--- src/rtl/nand_cmd_pkg.sv ---
package nand_cmd_pkg;
  typedef enum logic [2:0] {
    MD_IDLE,
    MD_READ,
    MD_STATUS,
    MD_IDWAIT,
    MD_ID
  } mode_e;

  localparam logic [7:0] OP_READ_A = 8'h00;
  localparam logic [7:0] OP_READ_B = 8'h50;
  localparam logic [7:0] OP_STATUS = 8'h70;
  localparam logic [7:0] OP_IDENT  = 8'h90;
  localparam logic [7:0] OP_RESET  = 8'hFF;
  localparam logic [7:0] MAKER_ID  = 8'hAD;
  localparam int         ID_LAST   = 2;
endpackage

--- src/rtl/nand_strobe_det.sv ---
module nand_strobe_det (
  input  logic clk,
  input  logic rst_n,
  input  logic ce_n,
  input  logic cle,
  input  logic ale,
  input  logic we_n,
  input  logic re_n,
  output logic cmd_wr,
  output logic addr_wr,
  output logic rd_done
);
  logic we_q, re_q;
  logic we_rise, re_rise;

  always_ff @(posedge clk or negedge rst_n) begin
    if (!rst_n) begin
      we_q <= 1'b1;
      re_q <= 1'b1;
    end else begin
      we_q <= we_n;
      re_q <= re_n;
    end
  end

  always_comb begin
    we_rise = ~we_q & we_n & ~ce_n;
    re_rise = ~re_q & re_n & ~ce_n;
    cmd_wr  = we_rise & cle & ~ale;
    addr_wr = we_rise & ale & ~cle;
    rd_done = re_rise;
  end

  AST_ONE_KIND: assert property (@(posedge clk) disable iff (!rst_n)
    !(cmd_wr && addr_wr));
endmodule

--- src/rtl/nand_busy_timer.sv ---
module nand_busy_timer #(
  parameter int T_RST  = 24,
  parameter int T_READ = 40
) (
  input  logic clk,
  input  logic rst_n,
  input  logic start_rst,
  input  logic start_read,
  output logic busy
);
  localparam int CMAX = (T_RST > T_READ) ? T_RST : T_READ;
  localparam int CW   = $clog2(CMAX + 1);

  logic [CW-1:0] cnt, cnt_n;

  always_comb begin
    cnt_n = cnt;
    if (start_rst)
      cnt_n = CW'(T_RST);
    else if (start_read)
      cnt_n = CW'(T_READ);
    else if (cnt != '0)
      cnt_n = cnt - CW'(1);
  end

  always_ff @(posedge clk or negedge rst_n) begin
    if (!rst_n) cnt <= '0;
    else        cnt <= cnt_n;
  end

  assign busy = (cnt != '0);

  AST_RST_GOES_BUSY: assert property (@(posedge clk) disable iff (!rst_n)
    start_rst |=> busy);
  AST_COUNT_DOWN: assert property (@(posedge clk) disable iff (!rst_n)
    (busy && !start_rst && !start_read) |=> (cnt == $past(cnt) - CW'(1)));
endmodule

--- src/rtl/nand_mode_fsm.sv ---
module nand_mode_fsm
  import nand_cmd_pkg::*;
(
  input  logic       clk,
  input  logic       rst_n,
  input  logic       cmd_wr,
  input  logic       addr_wr,
  input  logic       rd_done,
  input  logic [7:0] din,
  input  logic       busy,
  output mode_e      mode,
  output logic [1:0] id_idx,
  output logic       start_rst,
  output logic       start_read
);
  mode_e      mode_n;
  logic [1:0] idx_n;
  logic       in_rst, in_rst_n;

  always_comb begin
    mode_n     = mode;
    idx_n      = id_idx;
    in_rst_n   = in_rst;
    start_rst  = 1'b0;
    start_read = 1'b0;
    if (cmd_wr) begin
      case (din)
        OP_RESET: begin
          if (!in_rst) begin
            start_rst = 1'b1;
            mode_n    = MD_IDLE;
            in_rst_n  = 1'b1;
          end
        end
        OP_READ_A, OP_READ_B: begin
          mode_n   = MD_READ;
          in_rst_n = 1'b0;
        end
        OP_STATUS: begin
          mode_n   = MD_STATUS;
          in_rst_n = 1'b0;
        end
        OP_IDENT: begin
          mode_n   = MD_IDWAIT;
          in_rst_n = 1'b0;
        end
        default: ;
      endcase
    end else if (addr_wr) begin
      if (mode == MD_READ)
        start_read = 1'b1;
      if (mode == MD_IDWAIT && din == 8'h00) begin
        mode_n = MD_ID;
        idx_n  = 2'd0;
      end
    end else if (rd_done && mode == MD_ID && id_idx != 2'(ID_LAST)) begin
      idx_n = id_idx + 2'd1;
    end
  end

  always_ff @(posedge clk or negedge rst_n) begin
    if (!rst_n) begin
      mode   <= MD_IDLE;
      id_idx <= 2'd0;
      in_rst <= 1'b1;
    end else begin
      mode   <= mode_n;
      id_idx <= idx_n;
      in_rst <= in_rst_n;
    end
  end

  AST_ID_SATURATES: assert property (@(posedge clk) disable iff (!rst_n)
    id_idx <= 2'(ID_LAST));
  AST_REPEAT_RST_IDLE: assert property (@(posedge clk) disable iff (!rst_n)
    (cmd_wr && din == OP_RESET && in_rst && !busy) |=> !busy);
endmodule

--- src/rtl/nand_out_mux.sv ---
module nand_out_mux
  import nand_cmd_pkg::*;
#(
  parameter logic [7:0] DEV_CODE = 8'h73
) (
  input  mode_e      mode,
  input  logic [1:0] id_idx,
  input  logic       busy,
  input  logic       wp_n,
  input  logic       ce_n,
  input  logic       re_n,
  output logic [7:0] io_out,
  output logic       io_oe
);
  logic [7:0] status_byte, id_byte;
  logic       rd_cycle;

  always_comb begin
    status_byte = {wp_n, ~busy, ~busy, 5'b00000};
    case (id_idx)
      2'd0:    id_byte = MAKER_ID;
      2'd1:    id_byte = DEV_CODE;
      default: id_byte = 8'h00;
    endcase
    rd_cycle = ~ce_n & ~re_n;
    io_oe    = rd_cycle & ((mode == MD_STATUS) | (mode == MD_ID));
    if (mode == MD_ID)          io_out = id_byte;
    else if (mode == MD_STATUS) io_out = status_byte;
    else                        io_out = 8'h00;
  end
endmodule

--- src/rtl/nand_cmd_if.sv ---
module nand_cmd_if
  import nand_cmd_pkg::*;
#(
  parameter logic [7:0] DEV_CODE = 8'h73,
  parameter int         T_RST    = 24,
  parameter int         T_READ   = 40
) (
  input  logic       clk,
  input  logic       rst_n,
  input  logic       ce_n,
  input  logic       cle,
  input  logic       ale,
  input  logic       we_n,
  input  logic       re_n,
  input  logic       wp_n,
  input  logic [7:0] io_in,
  output logic [7:0] io_out,
  output logic       io_oe,
  output logic       rb_n
);
  logic       cmd_wr, addr_wr, rd_done;
  logic       start_rst, start_read, busy;
  logic [1:0] id_idx;
  mode_e      mode;

  nand_strobe_det u_strobe (
    .clk(clk), .rst_n(rst_n), .ce_n(ce_n), .cle(cle), .ale(ale),
    .we_n(we_n), .re_n(re_n),
    .cmd_wr(cmd_wr), .addr_wr(addr_wr), .rd_done(rd_done)
  );

  nand_mode_fsm u_fsm (
    .clk(clk), .rst_n(rst_n), .cmd_wr(cmd_wr), .addr_wr(addr_wr),
    .rd_done(rd_done), .din(io_in), .busy(busy),
    .mode(mode), .id_idx(id_idx),
    .start_rst(start_rst), .start_read(start_read)
  );

  nand_busy_timer #(.T_RST(T_RST), .T_READ(T_READ)) u_timer (
    .clk(clk), .rst_n(rst_n), .start_rst(start_rst),
    .start_read(start_read), .busy(busy)
  );

  nand_out_mux #(.DEV_CODE(DEV_CODE)) u_mux (
    .mode(mode), .id_idx(id_idx), .busy(busy), .wp_n(wp_n),
    .ce_n(ce_n), .re_n(re_n), .io_out(io_out), .io_oe(io_oe)
  );

  assign rb_n = ~busy;

  AST_STATUS_READY_BIT: assert property (@(posedge clk) disable iff (!rst_n)
    (io_oe && mode == MD_STATUS) |-> (io_out[6] == rb_n));
  AST_STATUS_WP_BIT: assert property (@(posedge clk) disable iff (!rst_n)
    (io_oe && mode == MD_STATUS) |-> (io_out[7] == wp_n && io_out[4:0] == 5'b0));
  AST_RST_CMD_IDLE: assert property (@(posedge clk) disable iff (!rst_n)
    start_rst |=> (!io_oe && !rb_n));
endmodule

--- config.mk ---
export PLATFORM = sky130hd
export DESIGN_NAME = nand_cmd_if
export DESIGN_NICKNAME = d
export VERILOG_FILES = /design/src/rtl/nand_cmd_pkg.sv /design/src/rtl/nand_strobe_det.sv /design/src/rtl/nand_busy_timer.sv /design/src/rtl/nand_mode_fsm.sv /design/src/rtl/nand_out_mux.sv /design/src/rtl/nand_cmd_if.sv
export SDC_FILE = /design/constraint.sdc
export NUM_CORES = 1
export LEC_CHECK = 0
export ABC_AREA = 0
export CAP_MARGIN = 0
export CORE_MARGIN = 2
export CORE_UTILIZATION = 42
export CTS_BUF_LIST = sky130_fd_sc_hd__clkbuf_4 sky130_fd_sc_hd__clkbuf_8
export CTS_CLUSTER_SIZE = 10
export DETAILED_ROUTE_END_ITERATION = 10
export PLACE_DENSITY = 0.7
export RECOVER_POWER = 100
export SLEW_MARGIN = 20
export SYNTH_ARGS = -nofsm -noshare
export SYNTH_HDL_FRONTEND = slang
export SYNTH_HIERARCHICAL = 1
export SYNTH_SLANG_ARGS = --single-unit
export TNS_END_PERCENT = 30
--- constraint.sdc ---
create_clock -name clk -period 2.2 [get_ports clk]
set_input_delay 0.44 -clock clk [delete_from_list [all_inputs] [get_ports clk]]
set_output_delay 0.44 -clock clk [all_outputs]
set_load 0.01 [all_outputs]
==> impl_metrics.toml, run 1 <==
[pwr]
fin_total_pwr_uw = 1280
vdd_drop_max_mv = 0.518
p_per_area_nw_per_um2 = 847
p_leak_uw = 0.000660

[synthesis]
ys_ff_latch = 14
synthTopCellsByCount = "dfrtp_1 (11), a21oi_1 (9), inv_1 (9)"
synth_edf_count = 0
postSynthAreaPerCell_um2 = 9.41
yosysMostFrequentCell = "dfrtp_1"
synth_flop_cell = "dfrtp_1"
ys_top_cells_by_area = "dfrtp_1 (27%), dfstp_2 (7.7%), a21oi_1 (4.4%), ha_1 (3.7%), inv_1 (3.3%)"
yosysTopAreaCell = "dfrtp_1"
yosysWarnings = 6
yosys.cell_types.count = 45
syn_area_um2 = 1030
synth-seq-area-share_pct = 34.5
synth_top_area_share_pct = 26.8
netlist_instances = 109
syn_nets = 128
synthArstFlopShare_pct = 100

[sta]
setup_ws_ns = -0.0641
setup_viol = 7
grt_setup_unrepaired = "yes"
max_freq_mhz = 442
post-route-min-period_ns = 2.26
finalHoldViolCount = 0
tns_ns = -0.234
relSlewSlack_pct = 59.2
clock_skew_ns = 0.0114
post-route-period-util_pct = 103
drv_slew = 0
tightest_slew_ns = 0.610

[place]
routabilityCongestion = 0.797
io_buffers = 25
hpwl_mm = 2.03
placedCellCount = 184

[layout]
synthToLayoutAreaGrowth_pct = 46.7
diodes = 0
multi_input_area_um2 = 613
layout.nets = 181
final_layout_size_suffix_gt1_share_pct = 33.5
n_fill_cell = 196
area.sequential_um2 = 357
fin_cells = 189

[route]
drcViolationCount = 0
via_per_inst = 5.35
detail-route-antenna-nets = 0
routedWlPerCell_um = 13.6
drt_iter0_markers = 13
vias = 1012
drtPass1Iterations = 4
routed_wl_mm = 2.56

[outcome]
violations = "negative setup slack"
status = "finished with violations"

[global_route]
grt_max_degree = 15
grt_pass1_vias = 996
antenna_found_initial = 0
grt_pass1_wl_mm = 4.20
use_met1_pct = 23.8
grtUsageMet2_pct = 36.8
grt-busiest-layer = "met2"
gr-usage-all-layers_pct = 20.4
gr-usage-met3_pct = 1.98
grt_overflow_total = 0

[clock_tree]
clockRootBuffer = "clkbuf_4"
cts_sinks = 14
numCtsBuffers = 3
worstSkewPairLatency_ns = 0.29
htree_num_levels = 1
clk_path_buf_depth = 2
cts_hold_buf = 0
clk_pin_slew_ns = 0.09
cts_tree = "built"

[die]
rows = 17
io_pins = 26
die_w_um = 53.4
die_h_um = 53.4
die_area_um2 = 2850
start_util_pct = 45.5
core_um2 = 2250

[setup_path]
arrival_ns = 1.82
worstPathRequired_ns = 1.76
crit_type = "flop to output pin"
end_kind = "output pin"
cp-start-kind = "flop"
cp_max_fo = 2

[min_path]
hp-class = "flop to flop"

[run]
drv_cap = 0
==> final timing paths <==
| kind | start | to | slack, ns | cells past startpoint |
|---|---|---|---|---|
| max in group asynchronous | rst_n | u_fsm/mode[1] | 1.16 | 1 |
| setup / recovery | u_timer/cnt[5] | io_out[6] | -0.06 | 5 |
| hold / removal | u_fsm/in_rst | u_fsm/in_rst | 0.55 | 2 |
| hold reg to reg | u_fsm/in_rst | u_fsm/in_rst | 0.55 | 2 |
| min in group asynchronous | rst_n | u_fsm/mode[0] | 0.59 | 1 |
| setup reg to reg | u_strobe/we_q | u_fsm/mode[0] | 0.28 | 6 |
==> final cells by class <==
| class | count | area share, % |
|---|---|---|
| clock buffers | 4 | 2.00 |
| inverters | 9 | 2.24 |
| flip-flops and latches | 14 | 23.7 |
| repair buffers | 53 | 29.0 |
| well taps | 28 | 2.33 |
| multi-input cells | 81 | 40.7 |
==> through the flow <==
| step | hold slack (ns) | utilization [%] | worst slack, ns | area, um2 |
|---|---|---|---|---|
| 3_5_place_dp | 0.531 | 65.8 | -0.253 | 1480 |
| 4_1_cts | 0.544 | 66.6 | -0.177 | 1500 |
| 5_1_grt | 0.576 | 66.8 | -0.159 | 1510 |
| 2_1_floorplan | 0.144 | - | 0.135 | 1030 |
| 6_report | 0.549 | 66.8 | -0.0641 | 1510 |
| 3_3_place_gp | 0.506 | 65.8 | -0.200 | 1480 |
==> registers in the layout (all words and copies together) (netlist names) <==
name	flops
u_timer/cnt	6
u_fsm/mode	3
u_fsm/id_idx	2
u_fsm/in_rst	1
u_strobe/re_q	1
u_strobe/we_q	1
==> logic make-up (layout without fill, tap and decap cells) <==
group | after synthesis | in the layout | share of synthesized area [%]
fa+ha+maj | 3 | 3 | 3.66
buf+inv | 14 | 66 | 6.34
flops | 14 | 14 | 34.5
compound gates | 26 | 26 | 17.9
xor+xnor | 4 | 4 | 3.42
simple gates | 48 | 48 | 34.1
==> power breakdown <==
group	internal [uW]	switching, uW
combinational	365	308
sequential	346	84.2
clock	82.8	88.6
total	794	481
==> critical path, cell delays in order, from the launching register on <==
cell and delay [ns]:
dfrtp_1 0.42, nor4_4 0.32, nand2_1 0.12, or3b_4 0.40, a21oi_1 0.12, buf_2 0.15
==> placed cells by master, fill, tap and decap left out, types with 3 or more instances in the layout <==
| cell type | instances |
|---|---|
| nand3_1 | 5 |
| o21ai_0 | 4 |
| inv_1 | 9 |
| nor3b_1 | 4 |
| nor4_1 | 3 |
| dlygate4sd2_1 | 7 |
| buf_4 | 28 |
| dlygate4sd3_1 | 3 |
| nor2_1 | 4 |
| nand3b_1 | 3 |
| nand4b_1 | 3 |
| nor3_1 | 3 |
| a21oi_1 | 8 |
| clkbuf_4 | 4 |
| clkdlybuf4s50_1 | 12 |
| dfrtp_1 | 9 |
| ha_1 | 3 |
| nand2_1 | 4 |
| dfstp_2 | 3 |
| nand4_1 | 3 |
==> layer usage <==
metal | up-vias | share of wire, %
li1 | 518 | -
met1 | 462 | 43
met2 | 26 | 52
met3 | 6 | 3.6
met4 | 0 | 1.9
met5 | - | 0
==> timing repair <==
item	4_1_cts	5_1_grt
endpoints found under the setup margin	10	4
pin swaps	0	4
buffers inserted	0	1
resized for setup	17	5
(Power assumes the default switching activity.)
==> inputs of run 2 (changes only) <==
- SETUP_SLACK_MARGIN: default -> 0.02
==> impl_metrics.toml, run 2 (same netlist as run 1, synthesis figures left out) <==
[clock_tree]
numCtsBuffers = 3
htree_num_levels = 1
cts_tree = "built"
clk_path_buf_depth = 2
worstSkewPairLatency_ns = 0.29
cts_sinks = 14
clockRootBuffer = "clkbuf_4"
clk_pin_slew_ns = 0.09

[layout]
multi_input_area_um2 = 613
regMostFlops = "u_timer/cnt"
final_cell_mix = "buf_4 (28), clkdlybuf4s50_1 (12), inv_1 (9), dfrtp_1 (9), a21oi_1 (8)"
layout.nets = 181
reg_top3 = "u_timer/cnt x6, u_fsm/mode x3, u_fsm/id_idx x2"
final_common_cell = "buf_4"
final_util_pct = 66.8
final_layout_size_suffix_gt1_share_pct = 33.5
largest_reg_flops = 6
n_fill_cell = 195
synthToLayoutAreaGrowth_pct = 46.8
area.sequential_um2 = 357
diodes = 0

[route]
vias = 1013
drcViolationCount = 0
detail-route-antenna-nets = 0
routedWlPerCell_um = 13.5
routed_wl_mm = 2.56
drt_iter0_markers = 15
via_per_inst = 5.36
drtPass1Iterations = 4

[setup_path]
cp_max_fo = 2
reg2reg_slack_ns = 0.28
cpMaxStageDelayCell = "dfrtp_1"
end_kind = "output pin"
r2r_end = "u_fsm/mode[0]"
r2r-start = "u_strobe/we_q"
crit_type = "flop to output pin"
cp-start-kind = "flop"
path_cells = "nor4_4 -> nand2_1 -> or3b_4 -> a21oi_1 -> buf_2"
worstPathRequired_ns = 1.76
max_stage_delay_ns = 0.42
reg2reg_depth = 6
arrival_ns = 1.82

[global_route]
grt_pass1_vias = 996
gr-usage-all-layers_pct = 20.4
grt_pass1_wl_mm = 4.20
grt_overflow_total = 0
grt_max_degree = 15
antenna_found_initial = 0

[sta]
hold_ws_ns = 0.549
tightest_slew_ns = 0.610
post-route-min-period_ns = 2.26
finalHoldViolCount = 0
post-route-period-util_pct = 103
grt_setup_unrepaired = "yes"
relSlewSlack_pct = 59.2
setup_ws_ns = -0.0641
drv_slew = 0
setup_viol = 7
clock_skew_ns = 0.0113
max_freq_mhz = 442
tns_ns = -0.234

[place]
routabilityCongestion = 0.797
hpwl_mm = 2.03
dpl_worst_slack_ns = -0.253
io_buffers = 25

[pwr]
p_leak_uw = 0.000657
vdd_drop_max_mv = 0.518
p_per_area_nw_per_um2 = 847
fin_total_pwr_uw = 1280

[min_path]
min-delay-start = "u_fsm/in_rst"
min_to = "u_fsm/in_rst"
hold-path-cell-count = 2
hp-class = "flop to flop"

[outcome]
status = "finished with violations"
violations = "negative setup slack"

[die]
io_pins = 26
die_w_um = 53.4
rows = 17
die_h_um = 53.4
start_util_pct = 45.5
die_area_um2 = 2850
core_um2 = 2250

[run]
drv_cap = 0
-- run 2: cell types whose count changed in the layout (fill, tap and decap cells not counted) --
cell / before / now
clkdlybuf4s15_1: 0 / 1
dlygate4sd2_1: 7 / 6
-- run 2: timing repair --
item | CTS | global route
setup buffers | 0 | 1
hold buffers | 0 | 0
hold endpoints to repair | 0 | 0
resized for setup | 17 | 6
gates cloned | 0 | 0
endpoints found under the setup margin | 10 | 8
pin swaps | 0 | 4
-- run 2: cell type report --
| cell class | count | share of cell area [%] |
|---|---|---|
| repair buffers | 53 | 29.1 |
| inverters | 9 | 2.24 |
| well taps | 28 | 2.33 |
| multi-input cells | 81 | 40.7 |
| clock buffers | 4 | 1.99 |
| flip-flops and latches | 14 | 23.7 |
-- run 2: layer usage --
layer / vias up / GRT usage, % / part of all wire [%]
met4: 0 / 9.83 / 1.9
met1: 463 / 23.8 / 43
li1: 518 / - / -
met3: 6 / 1.98 / 3.6
met5: - / 0 / 0
met2: 26 / 36.8 / 52
-- run 2: worst max-delay path by stage --
stage,startpoint,to,slack (ns),depth (start not counted)
after floorplan,ce_n,u_timer/cnt[3],0.13,6
after global placement,we_n,u_timer/cnt[3],-0.20,6
after detailed placement,we_n,u_timer/cnt[1],-0.25,7
after CTS,u_timer/cnt[3],io_out[5],-0.18,5
after global routing,u_timer/cnt[5],io_out[5],-0.16,5
final,u_timer/cnt[5],io_out[6],-0.06,5
-- run 2: power by group --
group	internal (uW)	total, uW	switching, uW
registers	346	431	84.5
logic	366	674	308
clock network	82.8	171	88.6
total	795	1280	481
-- run 2: through the flow --
stage | std cells | instance area (um2)
floorplan | 109 | 1030
global placement | 184 | 1480
detailed placement | 184 | 1480
CTS | 188 | 1500
global route | 189 | 1510
finish | 189 | 1510
-- run 2: critical path: cells and delay by family, from the launching register on --
kind                   cells  cell delay, ns
AND/OR/NAND/NOR            3            0.84
AO/OA/AOI/OAI              1            0.12
buffers and inverters      1            0.15
flip-flops                 1            0.42
